--- src/rtl/crc16_enc_pkg.sv ---
package crc16_enc_pkg;
    localparam int unsigned CRC_W = 16;
    // Generator x^16 + x^12 + x^5 + 1, implicit x^16 term dropped
    localparam logic [CRC_W-1:0] GEN_TAPS = 16'h1021;
    typedef logic [CRC_W-1:0] crc_t;
endpackage

--- src/rtl/crc16_enc_step.sv ---
// One step of the modulo-2 division: absorbs a single data bit.
module crc16_enc_step
    import crc16_enc_pkg::*;
(
    input  crc_t rem_i,
    input  logic bit_i,
    output crc_t rem_o
);
    logic fb;

    always_comb begin
        fb    = bit_i ^ rem_i[CRC_W-1];
        rem_o = {rem_i[CRC_W-2:0], 1'b0} ^ ({CRC_W{fb}} & GEN_TAPS);
    end
endmodule

--- src/rtl/crc16_enc_unroll.sv ---
// Unrolled chain of DATA_W division steps, bit 0 absorbed first.
module crc16_enc_unroll
    import crc16_enc_pkg::*;
#(
    parameter int unsigned DATA_W = 16
) (
    input  logic [DATA_W-1:0] data_i,
    output crc_t              check_o
);
    genvar i;
    generate
        for (i = 0; i < DATA_W; i++) begin : g_stage
            crc_t rem_in;
            crc_t rem_out;
            if (i == 0) begin : g_first
                assign rem_in = '0;   // remainder starts from zero
            end else begin : g_next
                assign rem_in = g_stage[i-1].rem_out;
            end
            crc16_enc_step u_step (
                .rem_i (rem_in),
                .bit_i (data_i[i]),
                .rem_o (rem_out)
            );
        end
    endgenerate

    assign check_o = g_stage[DATA_W-1].rem_out;
endmodule

--- src/rtl/crc16_frame_enc.sv ---
module crc16_frame_enc
    import crc16_enc_pkg::*;
#(
    parameter int unsigned DATA_W = 16
) (
    input  logic                    clk,
    input  logic                    rst,
    input  logic                    in_valid,
    input  logic [DATA_W-1:0]       in_data,
    output logic                    out_valid,
    output logic [DATA_W+CRC_W-1:0] out_frame
);
    localparam int unsigned FRAME_W = DATA_W + CRC_W;

    typedef struct packed {
        logic               vld;
        logic [FRAME_W-1:0] frame;
    } state_t;

    state_t state_d, state_q;
    crc_t   check_w;

    crc16_enc_unroll #(.DATA_W(DATA_W)) u_unroll (
        .data_i  (in_data),
        .check_o (check_w)
    );

    always_comb begin
        state_d     = state_q;
        state_d.vld = in_valid;
        if (in_valid) begin
            state_d.frame = {check_w, in_data};
        end
    end

    always_ff @(posedge clk) begin
        if (rst) begin
            state_q <= '0;
        end else begin
            state_q <= state_d;
        end
    end

    assign out_valid = state_q.vld;
    assign out_frame = state_q.frame;

    // a strobe yields a frame strobe on the next cycle
    assert_valid_follows_R5: assert property (@(posedge clk) disable iff (rst)
        in_valid |=> out_valid);
    // no strobe, no frame strobe
    assert_no_spurious_valid_R5: assert property (@(posedge clk) disable iff (rst)
        !in_valid |=> !out_valid);
    // frame holds when no strobe
    assert_frame_hold_R6: assert property (@(posedge clk) disable iff (rst)
        !in_valid |=> $stable(out_frame));
    // data field carries the strobed word unchanged
    assert_data_field_R4: assert property (@(posedge clk) disable iff (rst)
        in_valid |=> (out_frame[DATA_W-1:0] == $past(in_data)));
    // zero word gives zero check field
    assert_zero_check_R2: assert property (@(posedge clk) disable iff (rst)
        (in_valid && in_data == '0) |=> (out_frame[FRAME_W-1:DATA_W] == '0));
    // reset clears the output register
    assert_reset_clear_R7: assert property (@(posedge clk)
        rst |=> (!out_valid && out_frame == '0));
endmodule

--- config.mk ---
export PLATFORM = sky130hd
export DESIGN_NAME = crc16_frame_enc
export DESIGN_NICKNAME = d
export VERILOG_FILES = /design/src/rtl/crc16_enc_pkg.sv /design/src/rtl/crc16_enc_step.sv /design/src/rtl/crc16_enc_unroll.sv /design/src/rtl/crc16_frame_enc.sv
export SDC_FILE = /design/constraint.sdc
export NUM_CORES = 1
export LEC_CHECK = 0
export CORE_MARGIN = 10
export CORE_UTILIZATION = 40
export DETAILED_ROUTE_END_ITERATION = 8
export DONT_BUFFER_PORTS = 1
export PLACE_DENSITY = 0.51
export RECOVER_POWER = 100
export SYNTH_ARGS = -nofsm -noshare
export SYNTH_HDL_FRONTEND = slang
export SYNTH_SLANG_ARGS = --single-unit
--- constraint.sdc ---
create_clock -name clk -period 2.22 [get_ports clk]
set_clock_uncertainty 0.1 [all_clocks]
set_input_delay 0.222 -clock clk [delete_from_list [all_inputs] [get_ports clk]]
set_output_delay 0.222 -clock clk [all_outputs]
set_load 0.005 [all_outputs]
# Word level (Yosys, flattened, before mapping)
# Index checks and enable logic that the tools add are counted.
# totals
wordCells,31
input_bits,19
register_bits,33
out_inout_bits,33
# op_classes
bitwise,29
# op_table
op,n
bitwise XOR 16 x 13 -> 16 bit,14
bitwise XOR 14 x 13 -> 14 bit,1
bitwise XOR 1 bit,13
bitwise XOR 1 bit (second input constant),1

# Depth between registers and ports, before layout
# Gate-level depths: netlist of run 1.
# logic_depth
depth_word,28
depth_mapped,5
depth_no_buf,4

# By module
# Synthesis of run 1 repeated with hierarchy kept, for this count alone.
# hier_totals
hier_cells,379
hier_area_um2,3788.6
# modules_own_cells
module,seq_area_each_um2,area_per_inst_um2,cells_per_inst,instances
crc16_enc_step,0.0,161.4,17,16
crc16_frame_enc,660.6,1202.4,106,1
crc16_enc_unroll,0.0,3.8,1,1

# Least setup slack after synthesis of run 1
# No wires, ideal clock.
# synth_timing
path_kind,input to register
start,input in_data[0]
end,register state_q (netlist bit out_frame[28])
stages,5
required_time_ns,1.993
slack_ns,0.519
setup_time_ns,0.127
t_arrival_ns,1.474
n_path_buf,1
cell_sequence,buf_4 > xnor3_2 > xor2_1 > and3_1 > or3_1
# synth_between
elab_chain_len,17
elab_cells_between_ends,19
cone_classes,bitwise: 19
# synth_rtl
item,line,text
from (decl),crc16_frame_enc.sv:9,"input logic [DATA_W-1:0] in_data,"
bitwise XOR 14 x 13 -> 14 bit (*),crc16_enc_step.sv:13,"rem_o = {rem_i[CRC_W-2:0], 1'b0} ^ ({CRC_W{fb}} & GEN_TAPS);"
bitwise XOR 16 x 13 -> 16 bit (*) (2 in series),crc16_enc_step.sv:13,
bitwise XOR 1 bit or bitwise XOR 16 x 13 -> 16 bit (tied branches),"crc16_enc_step.sv:12, crc16_enc_step.sv:13",
bitwise XOR 16 x 13 -> 16 bit (*) (4 in series),crc16_enc_step.sv:13,
bitwise XOR 1 bit or bitwise XOR 16 x 13 -> 16 bit (tied branches),"crc16_enc_step.sv:12, crc16_enc_step.sv:13",
bitwise XOR 16 x 13 -> 16 bit (*) (8 in series),crc16_enc_step.sv:13,
to (signal assigned),crc16_frame_enc.sv:40,state_q <= state_d;
to (decl),crc16_frame_enc.sv:20,"state_t state_d, state_q;"
# Mark *: on every way between the ends. The rest lies on a longest branch, timed or not.
# A chain may end at the register's enable or synchronous reset.

# Worst setup path in the final report of run 1
# layout_timing
start,input in_data[3]
end,register state_q (netlist bit out_frame[21])
# layout_between
elab_chain_len,17
# layout_rtl
item,line,text
bitwise XOR 1 bit,crc16_enc_step.sv:12,fb = bit_i ^ rem_i[CRC_W-1];
bitwise XOR 16 x 13 -> 16 bit (4 in series),crc16_enc_step.sv:13,
bitwise XOR 1 bit,crc16_enc_step.sv:12,
bitwise XOR 16 x 13 -> 16 bit (4 in series),crc16_enc_step.sv:13,
bitwise XOR 1 bit,crc16_enc_step.sv:12,
bitwise XOR 16 x 13 -> 16 bit (4 in series),crc16_enc_step.sv:13,
bitwise XOR 1 bit,crc16_enc_step.sv:12,
bitwise XOR 16 x 13 -> 16 bit,crc16_enc_step.sv:13,
# No other way between the ends.

==> results.sh, run 1 <==
export IMPL_status="complete, no violations"
export IMPL_min_delay_path_depth=2
export IMPL_slowest_delay_ps=560
export IMPL_ir_drop_mv=0.523
export IMPL_r2r_start="out_frame[21]$_SDFFE_PP0P_"
export IMPL_htreeDepth=2
export IMPL_slew_headroom=0.483
export IMPL_pwr_share_comb=0.188
export IMPL_drc=0
export IMPL_track_usage=0.123
export IMPL_crit_family="XOR/XNOR gates"
export IMPL_synth_top_cells_by_area="dfxtp_1 (42%), mux2i_1 (14%), nor2_1 (7.2%), xnor2_1 (6.7%), xor2_1 (4.5%)"
export IMPL_wl_per_cell_um=18.9
export IMPL_fin_crit_sh=0.837
export IMPL_cts_resized=0
export IMPL_p_int_w=0.00118
export IMPL_rows=22
export IMPL_timing_fmax_ghz=0.538
export IMPL_final_cell_mix="dfxtp_1 (33), nor2_1 (30), mux2i_1 (22), dlygate4sd3_1 (18), xnor2_1 (15)"
export IMPL_die_w_um=82.6
export IMPL_antenna_found_initial=0
export IMPL_n_antenna_cell=0
export IMPL_fin_crit_ps=1860
export IMPL_cp_end_kind="flop"
export IMPL_syn_area_um2=1570
export IMPL_reg2reg_depth=3
export IMPL_grt_max_degree=33
export IMPL_route_vias_total=1022
export IMPL_path_cells="xnor3_1 -> xnor2_1 -> xnor2_1 -> a211oi_2 -> dlygate4sd3_1"
export IMPL_hold_path_end="out_frame[11]$_SDFFE_PP0P_"
export IMPL_hp_start="in_data[11]"
export IMPL_final_setup_viol_count=0
export IMPL_maxCapViolations=0
export IMPL_ys_seq_area_frac=0.422
export IMPL_area_growth_pct=19.0
export IMPL_final_common_cell="dfxtp_1"
export IMPL_synth_top_cell_area_share=0.422
export IMPL_first_pass_iters=4
export IMPL_fin_util=0.502
export IMPL_synth_largest_area_cell="dfxtp_1"
export IMPL_synth_cells=142
export IMPL_grt_overflow=0
export IMPL_drtIter0Drc=50
export IMPL_tns_ps=0
export IMPL_hold_class="input port to flop"
export IMPL_crit_path_max_fanout=5
export IMPL_timing_worst_setup_path_type="input port to flop"
export IMPL_cts_max_path_buffers=2
export IMPL_cts_clk_slew_worst_paths_ps=70
export IMPL_netlist_cell_type_count=24
export IMPL_timing_rr_end="out_frame[21]$_SDFFE_PP0P_"
export IMPL_seqPwrFrac=0.444
export IMPL_drive_above_1_share=0.0692
export IMPL_ios=52
export IMPL_yosys_register_bits=33
export IMPL_io_buffers=0
export IMPL_crit_arrival_ps=1990
export IMPL_dieHeight_um=82.6
export IMPL_dieArea_um2=6820
export IMPL_grt_setup_unrepaired="false"
export IMPL_yosysWarnings=0
export IMPL_ant_nets=0
export IMPL_p_per_area_nw_per_um2=842
export IMPL_nets=177
export IMPL_finalHoldViolations=0
export IMPL_cp_required_ps=2350
export IMPL_numCtsBuffers=5
export IMPL_viasPerCell=4.94
export IMPL_cp_slowest_cell="dlygate4sd3_1"
export IMPL_wl_um=3910
export IMPL_clockRootBuffer="clkbuf_8"
export IMPL_clock_latency_ps=280
export IMPL_p_sw_w=0.000385
export IMPL_switching_share=0.245
export IMPL_critPathLaunchType="input port"
export IMPL_drv_slew=0
export IMPL_p_leak_nw=0.803
export IMPL_core_area_um2=3720
export IMPL_path_buf_inv=1
export IMPL_grt_pass1_vias=1113
export IMPL_grt_pass1_wl_um=6170
export IMPL_cp_common_cell="xnor2_1"
export IMPL_clockPowerShare=0.368
export IMPL_worst_pin_slew_ps=774
export IMPL_gp_congestion=0.735
export IMPL_rrSetupSlack_ps=930
export IMPL_dp_hpwl_um=2620
export IMPL_avgSynthCellArea_um2=11.0
export IMPL_synth_nets=161
export IMPL_clock_sinks=33
export IMPL_start_util=0.422
export IMPL_cts_tree="done"
metal layers:
| metal | vias to the layer above | global-route usage | wire length (um) |
|---|---|---|---|
| li1 | 503 | - | - |
| met1 | 474 | 0.121 | 1370 |
| met2 | 38 | 0.210 | 1990 |
| met3 | 7 | 0.0756 | 480 |
| met4 | 0 | 0.0418 | 64 |
| met5 | - | 0 | 0 |
how the worst max path moves through the flow:
stage               slack (ps)  depth (start not counted)                          to  startpoint
CTS                        470                          5  out_frame[21]$_SDFFE_PP0P_  in_data[3]
finish                     360                          5  out_frame[21]$_SDFFE_PP0P_  in_data[3]
global route               270                          5  out_frame[21]$_SDFFE_PP0P_  in_data[3]
global placement           610                          4  out_frame[28]$_SDFFE_PP0P_  in_data[3]
detailed placement         580                          4  out_frame[28]$_SDFFE_PP0P_  in_data[3]
floorplan                  520                          5  out_frame[28]$_SDFFE_PP0P_  in_data[0]
state kept, by name, summed over array words and instances (netlist names):
signal,cells
out_frame,32
out_valid,1
through the flow:
step                      power, W  instance area, um^2  setup WS, ps  hold WS [ps]  instances
after CTS                  0.00162                 1900           468         0.278        207
after detailed placement  0.000984                 1580           583           194        180
after global routing       0.00166                 1860           272          9.55        207
final                      0.00157                 1860           363          4.95        207
after global placement    0.000977                 1580           607           192        180
after floorplan           0.000955                 1570           519           269        142
area by class of cell:
type	count	area, um^2
clock inverter	1	30.0
tap	48	60.1
timing repair buffer	19	200
clock buffer	7	86.3
multi-input combinational	99	827
fill	356	1850
sequential	33	661
power by group through the flow:
stage,registers (W),clock network (W),logic [W]
5_1_grt,0.000707,0.000624,0.000328
4_1_cts,0.000702,0.000595,0.000319
3_3_place_gp,0.000714,0,0.000263
2_1_floorplan,0.000695,0,0.000260
6_report,0.000697,0.000577,0.000294
3_5_place_dp,0.000715,0,0.000269
worst reg2reg max path: stages, from the launching register on:
cell and delay, ps:
dfxtp_1 350, nor2_1 60, a211oi_2 170, dlygate4sd3_1 560
cells in the mapped netlist:
cell      number
dfxtp_1       33
nor2_1        30
mux2i_1       22
xnor2_1       12
xor2_1         8
a211oi_1       7
clkbuf_1       7
nand2b_1       2
nor3b_1        2
xnor2_2        2
xnor2_4        2
xnor3_1        2
xnor3_2        2
a211oi_2       1
and3_1         1
buf_1          1
buf_2          1
buf_4          1
nand3_1        1
nor2b_1        1
o221ai_1       1
or3_1          1
xnor3_4        1
xor3_1         1
logic make-up after synthesis:
group / share of synthesized area
buf+inv: 0.0272
flops: 0.422
simple gates: 0.105
xor+xnor: 0.259
compound gates: 0.0471
mux: 0.141
repair_timing:
| action | CTS | global route |
|---|---|---|
| setup buffers | 0 | 0 |
| setup endpoints to repair | 0 | 0 |
| hold buffers | 19 | 0 |
| endpoints found under the hold margin | 32 | 0 |
(Power assumes the default switching activity.)
==> run 2: changes to the inputs <==
==> constraint.sdc (replaced) <==
create_clock -name clk -period 1.78 [get_ports clk]
set_clock_uncertainty 0.1 [all_clocks]
set_input_delay 0.178 -clock clk [delete_from_list [all_inputs] [get_ports clk]]
set_output_delay 0.178 -clock clk [all_outputs]
set_load 0.005 [all_outputs]
==> run 2 against run 1 <==
Critical path depth unchanged. Die area did not move. Global-route usage down 0.73 points. Power up 15%. Register-to-register slack got worse by 440 ps. Sequential power rose by 25%. Combinational power is 31% higher. Via count is 3.0% higher. Worst hold slack gained 39 ps. Setup slack worse by 250 ps.
==> results.sh, run 2 (synthesis results as in run 1) <==
export IMPL_wl_per_cell_um=17.4
export IMPL_final_setup_viol_count=0
export IMPL_cp_required_ps=1910
export IMPL_status="complete, no violations"
export IMPL_grt_overflow=0
export IMPL_maxCapViolations=0
export IMPL_drtIter0Drc=23
export IMPL_worst_pin_slew_ps=456
export IMPL_dieHeight_um=82.6
export IMPL_start_util=0.422
export IMPL_regArea_um2=661
export IMPL_drive_above_1_share=0.0813
export IMPL_nets=179
export IMPL_dieArea_um2=6820
export IMPL_ant_nets=0
export IMPL_first_pass_iters=4
export IMPL_slew_headroom=0.694
export IMPL_grt_max_degree=37
export IMPL_fin_crit_sh=0.938
export IMPL_p_per_area_nw_per_um2=966
export IMPL_totalPowerFinal_w=0.00180
export IMPL_postCtsSetupRepairBufs=0
export IMPL_final_cell_mix="dfxtp_1 (33), nor2_1 (30), mux2i_1 (22), dlygate4sd3_1 (18), xnor2_1 (14)"
export IMPL_io_buffers=0
export IMPL_cts_tree="done"
export IMPL_grt_setup_unrepaired="false"
export IMPL_htreeDepth=2
export IMPL_ios=52
export IMPL_fin_util=0.502
export IMPL_ir_drop_mv=0.493
export IMPL_timing_worst_setup_path_type="input port to flop"
export IMPL_clockRootBuffer="clkbuf_8"
export IMPL_multiInputGateArea_um2=836
export IMPL_finalHoldViolations=0
export IMPL_crit_path_max_fanout=5
export IMPL_tns_ps=0
export IMPL_cts_clk_slew_worst_paths_ps=60
export IMPL_clock_latency_ps=280
export IMPL_fin_ws_ps=111
export IMPL_viasPerCell=5.06
export IMPL_gr_max_usage_layer="met2"
export IMPL_cts_max_path_buffers=2
export IMPL_clockPowerShare=0.305
export IMPL_critPathLaunchType="input port"
export IMPL_pwr_share_comb=0.213
export IMPL_die_w_um=82.6
export IMPL_switching_share=0.259
export IMPL_met3_usage=0.0670
export IMPL_final_common_cell="dfxtp_1"
export IMPL_fin_crit_ps=1670
export IMPL_grt_pass1_wl_um=5890
export IMPL_dp_hpwl_um=2580
export IMPL_seqPwrFrac=0.482
export IMPL_track_usage=0.116
export IMPL_p_leak_nw=0.805
export IMPL_numCtsBuffers=5
export IMPL_met2_usage=0.194
export IMPL_grt_pass1_vias=1095
export IMPL_crit_arrival_ps=1800
export IMPL_largest_reg_flops=32
export IMPL_clock_sinks=33
export IMPL_drv_slew=0
export IMPL_nFillCells=360
export IMPL_rows=22
export IMPL_cp_end_kind="flop"
export IMPL_core_area_um2=3720
export IMPL_timing_fmax_ghz=0.599
export IMPL_pre_cts_slack_ps=216
export IMPL_p_int_w=0.00134
export IMPL_antenna_found_initial=0
export IMPL_wl_um=3630
export IMPL_drc=0
export IMPL_hold_class="input port to flop"
export IMPL_gp_congestion=0.716
export IMPL_p_sw_w=0.000468
export IMPL_route_vias_total=1053
export IMPL_gr_usage_met1=0.115
export IMPL_n_antenna_cell=0
export IMPL_area_growth_pct=19.2
-- run 2: layout make-up --
type,instances,share of cell area
well taps,48,0.0322
repair buffers,21,0.120
multi-input cells,99,0.448
flip-flops and latches,33,0.354
clock buffers,7,0.0462
-- run 2: per-layer routing --
layer | up-vias | wire length (um)
met4 | 0 | 64
met3 | 6 | 466
met2 | 34 | 1780
met5 | - | 0
met1 | 503 | 1320
li1 | 510 | -
-- run 2: worst max-delay path, stage by stage --
cell,delay (ps)
xnor3_2,440
xnor2_2,270
xnor2_1,140
a211oi_2,210
dlygate4sd3_1,560
-- run 2: worst paths after layout --
check,startpoint,to,slack (ps),depth (start not counted)
max,in_data[3],out_frame[21]$_SDFFE_PP0P_,110,5
max reg2reg,out_frame[21]$_SDFFE_PP0P_,out_frame[21]$_SDFFE_PP0P_,490,3
min reg2reg,out_frame[23]$_SDFFE_PP0P_,out_frame[23]$_SDFFE_PP0P_,410,2
min,in_valid,out_frame[24]$_SDFFE_PP0P_,40,2
-- run 2: power groups by stage --
stage	registers, W	logic [W]	clock network, W
floorplan	0.000867	0.000324	0
global placement	0.000889	0.000334	0
detailed placement	0.000889	0.000341	0
CTS	0.000874	0.000412	0.000575
global route	0.000881	0.000428	0.000613
finish	0.000869	0.000384	0.000550
-- run 2: through the flow --
stage / std cells / hold slack (ps) / area (um^2)
4_1_cts: 208 / 34.8 / 1900
2_1_floorplan: 142 / 225 / 1570
3_5_place_dp: 181 / 150 / 1590
3_3_place_gp: 181 / 149 / 1590
6_report: 208 / 43.7 / 1870
5_1_grt: 208 / 59.7 / 1870
-- run 2: what timing repair did --
action | 4_1_cts | 5_1_grt
hold endpoints to repair | 32 | 0
hold buffers | 20 | 0
gates resized for setup | 0 | 0
==> run 3: changes to the inputs <==
==> constraint.sdc (replaced) <==
create_clock -name clk -period 1.78 [get_ports clk]
set_clock_uncertainty 0.1 [all_clocks]
set_input_delay 0.445 -clock clk [delete_from_list [all_inputs] [get_ports clk]]
set_output_delay 0.445 -clock clk [all_outputs]
set_load 0.005 [all_outputs]
==> run 3 against run 2 <==
Sequential power about the same. Count of clock-buffer cells in the layout is the same. Final cell count shrank 7.7%. Largest cell class unchanged.
==> results.sh, run 3 (synthesis results as in run 1) <==
export IMPL_slew_headroom=0.718
export IMPL_regArea_um2=661
export IMPL_slowest_delay_ps=400
export IMPL_clockRootBuffer="clkbuf_8"
export IMPL_holdWs_ps=124
export IMPL_fin_crit_ps=1570
export IMPL_cp_common_cell="xnor2_1"
export IMPL_dp_hpwl_um=2590
export IMPL_fin_util=0.455
export IMPL_crit_path_max_fanout=5
export IMPL_fin_crit_sh=0.884
export IMPL_drtIter0Drc=29
export IMPL_maxCapViolations=0
export IMPL_timing_fmax_ghz=0.636
export IMPL_numCtsBuffers=5
export IMPL_n_antenna_cell=0
export IMPL_status="complete, no violations"
export IMPL_grt_max_degree=42
export IMPL_grt_pass1_vias=999
export IMPL_cts_hold_buf=0
export IMPL_nFillCells=381
export IMPL_path_cells="xnor3_1 -> xnor2_1 -> clkbuf_4 -> xnor2_1 -> a211oi_2"
export IMPL_grt_overflow=0
export IMPL_postPlaceCellArea_um2=1630
export IMPL_crit_arrival_ps=1680
export IMPL_grt_pass1_wl_um=5270
export IMPL_fin_cells=192
export IMPL_drv_slew=0
export IMPL_cp_end_kind="flop"
export IMPL_core_area_um2=3720
export IMPL_rrSetupSlack_ps=780
export IMPL_drc=0
export IMPL_worst_pin_slew_ps=422
export IMPL_ir_drop_mv=0.488
export IMPL_gp_congestion=0.768
export IMPL_first_pass_iters=2
export IMPL_drive_above_1_share=0.0972
export IMPL_die_w_um=82.6
export IMPL_path_buf_inv=1
export IMPL_final_cell_mix="dfxtp_1 (33), nor2_1 (30), mux2i_1 (22), xnor2_1 (14), xor2_1 (8)"
export IMPL_finalInstanceArea_um2=1690
export IMPL_wl_per_cell_um=17.5
export IMPL_crit_family="XOR/XNOR gates"
export IMPL_track_usage=0.104
export IMPL_htreeDepth=2
export IMPL_p_leak_nw=0.731
export IMPL_final_setup_viol_count=0
export IMPL_antenna_found_initial=0
export IMPL_cts_resized=0
export IMPL_cp_slowest_cell="xnor3_1"
export IMPL_clock_latency_ps=280
export IMPL_final_common_cell="dfxtp_1"
export IMPL_route_vias_total=956
export IMPL_cts_max_path_buffers=2
export IMPL_clock_sinks=33
export IMPL_grt_setup_unrepaired="false"
export IMPL_critPathLaunchType="input port"
export IMPL_p_per_area_nw_per_um2=1080
export IMPL_cts_clk_slew_worst_paths_ps=70
export IMPL_tns_ps=0
export IMPL_area_growth_pct=7.91
export IMPL_ios=52
export IMPL_cp_required_ps=1880
export IMPL_timing_worst_setup_path_type="input port to flop"
export IMPL_ant_nets=0
export IMPL_cts_tree="done"
export IMPL_rows=22
export IMPL_multiInputGateArea_um2=846
export IMPL_postCtsSetupRepairBufs=0
export IMPL_dieArea_um2=6820
export IMPL_viasPerCell=4.98
export IMPL_io_buffers=0
export IMPL_start_util=0.422
export IMPL_dieHeight_um=82.6
export IMPL_wl_um=3360
export IMPL_finalHoldViolations=0
export IMPL_nets=162
export IMPL_dp_cells=184
export IMPL_hold_class="input port to flop"
export IMPL_largest_reg_flops=32
==> run 3: cell count changes in the layout (fill, tap and decap cells not counted), sizes merged <==
cell | before | now
clkbuf | 8 | 10
clkinv | 0 | 1
buf | 2 | 1
dlygate4sd3 | 18 | 0
==> run 3: worst register-to-register path, stage by stage, from the launching register on <==
cell	delay, ps
dfxtp_1	330
nor3b_1	130
or3_1	330
==> run 3: stage by stage <==
step / setup slack, ps / power (W)
4_1_cts: 213 / 0.00188
5_1_grt: 89.2 / 0.00193
3_3_place_gp: -19.9 / 0.00125
2_1_floorplan: 12.3 / 0.00119
3_5_place_dp: -85.2 / 0.00126
6_report: 207 / 0.00182
==> run 3: path summary, 6_finish.rpt <==
| check | from | to | cells past startpoint |
|---|---|---|---|
| worst min register to register | out_frame[20]$_SDFFE_PP0P_ | out_frame[20]$_SDFFE_PP0P_ | 2 |
| worst max register to register | out_frame[28]$_SDFFE_PP0P_ | out_frame[28]$_SDFFE_PP0P_ | 2 |
| worst max-delay path | in_data[3] | out_frame[21]$_SDFFE_PP0P_ | 5 |
| worst min-delay path | rst | out_frame[21]$_SDFFE_PP0P_ | 1 |
==> run 3: power by group <==
group	switching, W	total (W)	internal (W)
combinational	0.000139	0.000337	0.000197
clock	0.000263	0.000612	0.000349
sequential	0.0000567	0.000868	0.000812
total	0.000459	0.00182	0.00136
==> run 3: routing by layer <==
| layer | vias up | global-route usage | routed length [um] |
|---|---|---|---|
| li1 | 478 | - | - |
| met1 | 441 | 0.106 | 1240 |
| met2 | 32 | 0.172 | 1650 |
| met3 | 5 | 0.0648 | 440 |
| met4 | 0 | 0.0351 | 27 |
| met5 | - | 0 | 0 |
==> run 3: cell type report <==
type | instances | area share
Multi-Input combinational cell | 99 | 0.500
Sequential cell | 33 | 0.391
Clock buffer | 7 | 0.0570
Tap cell | 48 | 0.0355
Timing Repair Buffer | 4 | 0.0133
Clock inverter | 1 | 0.00296
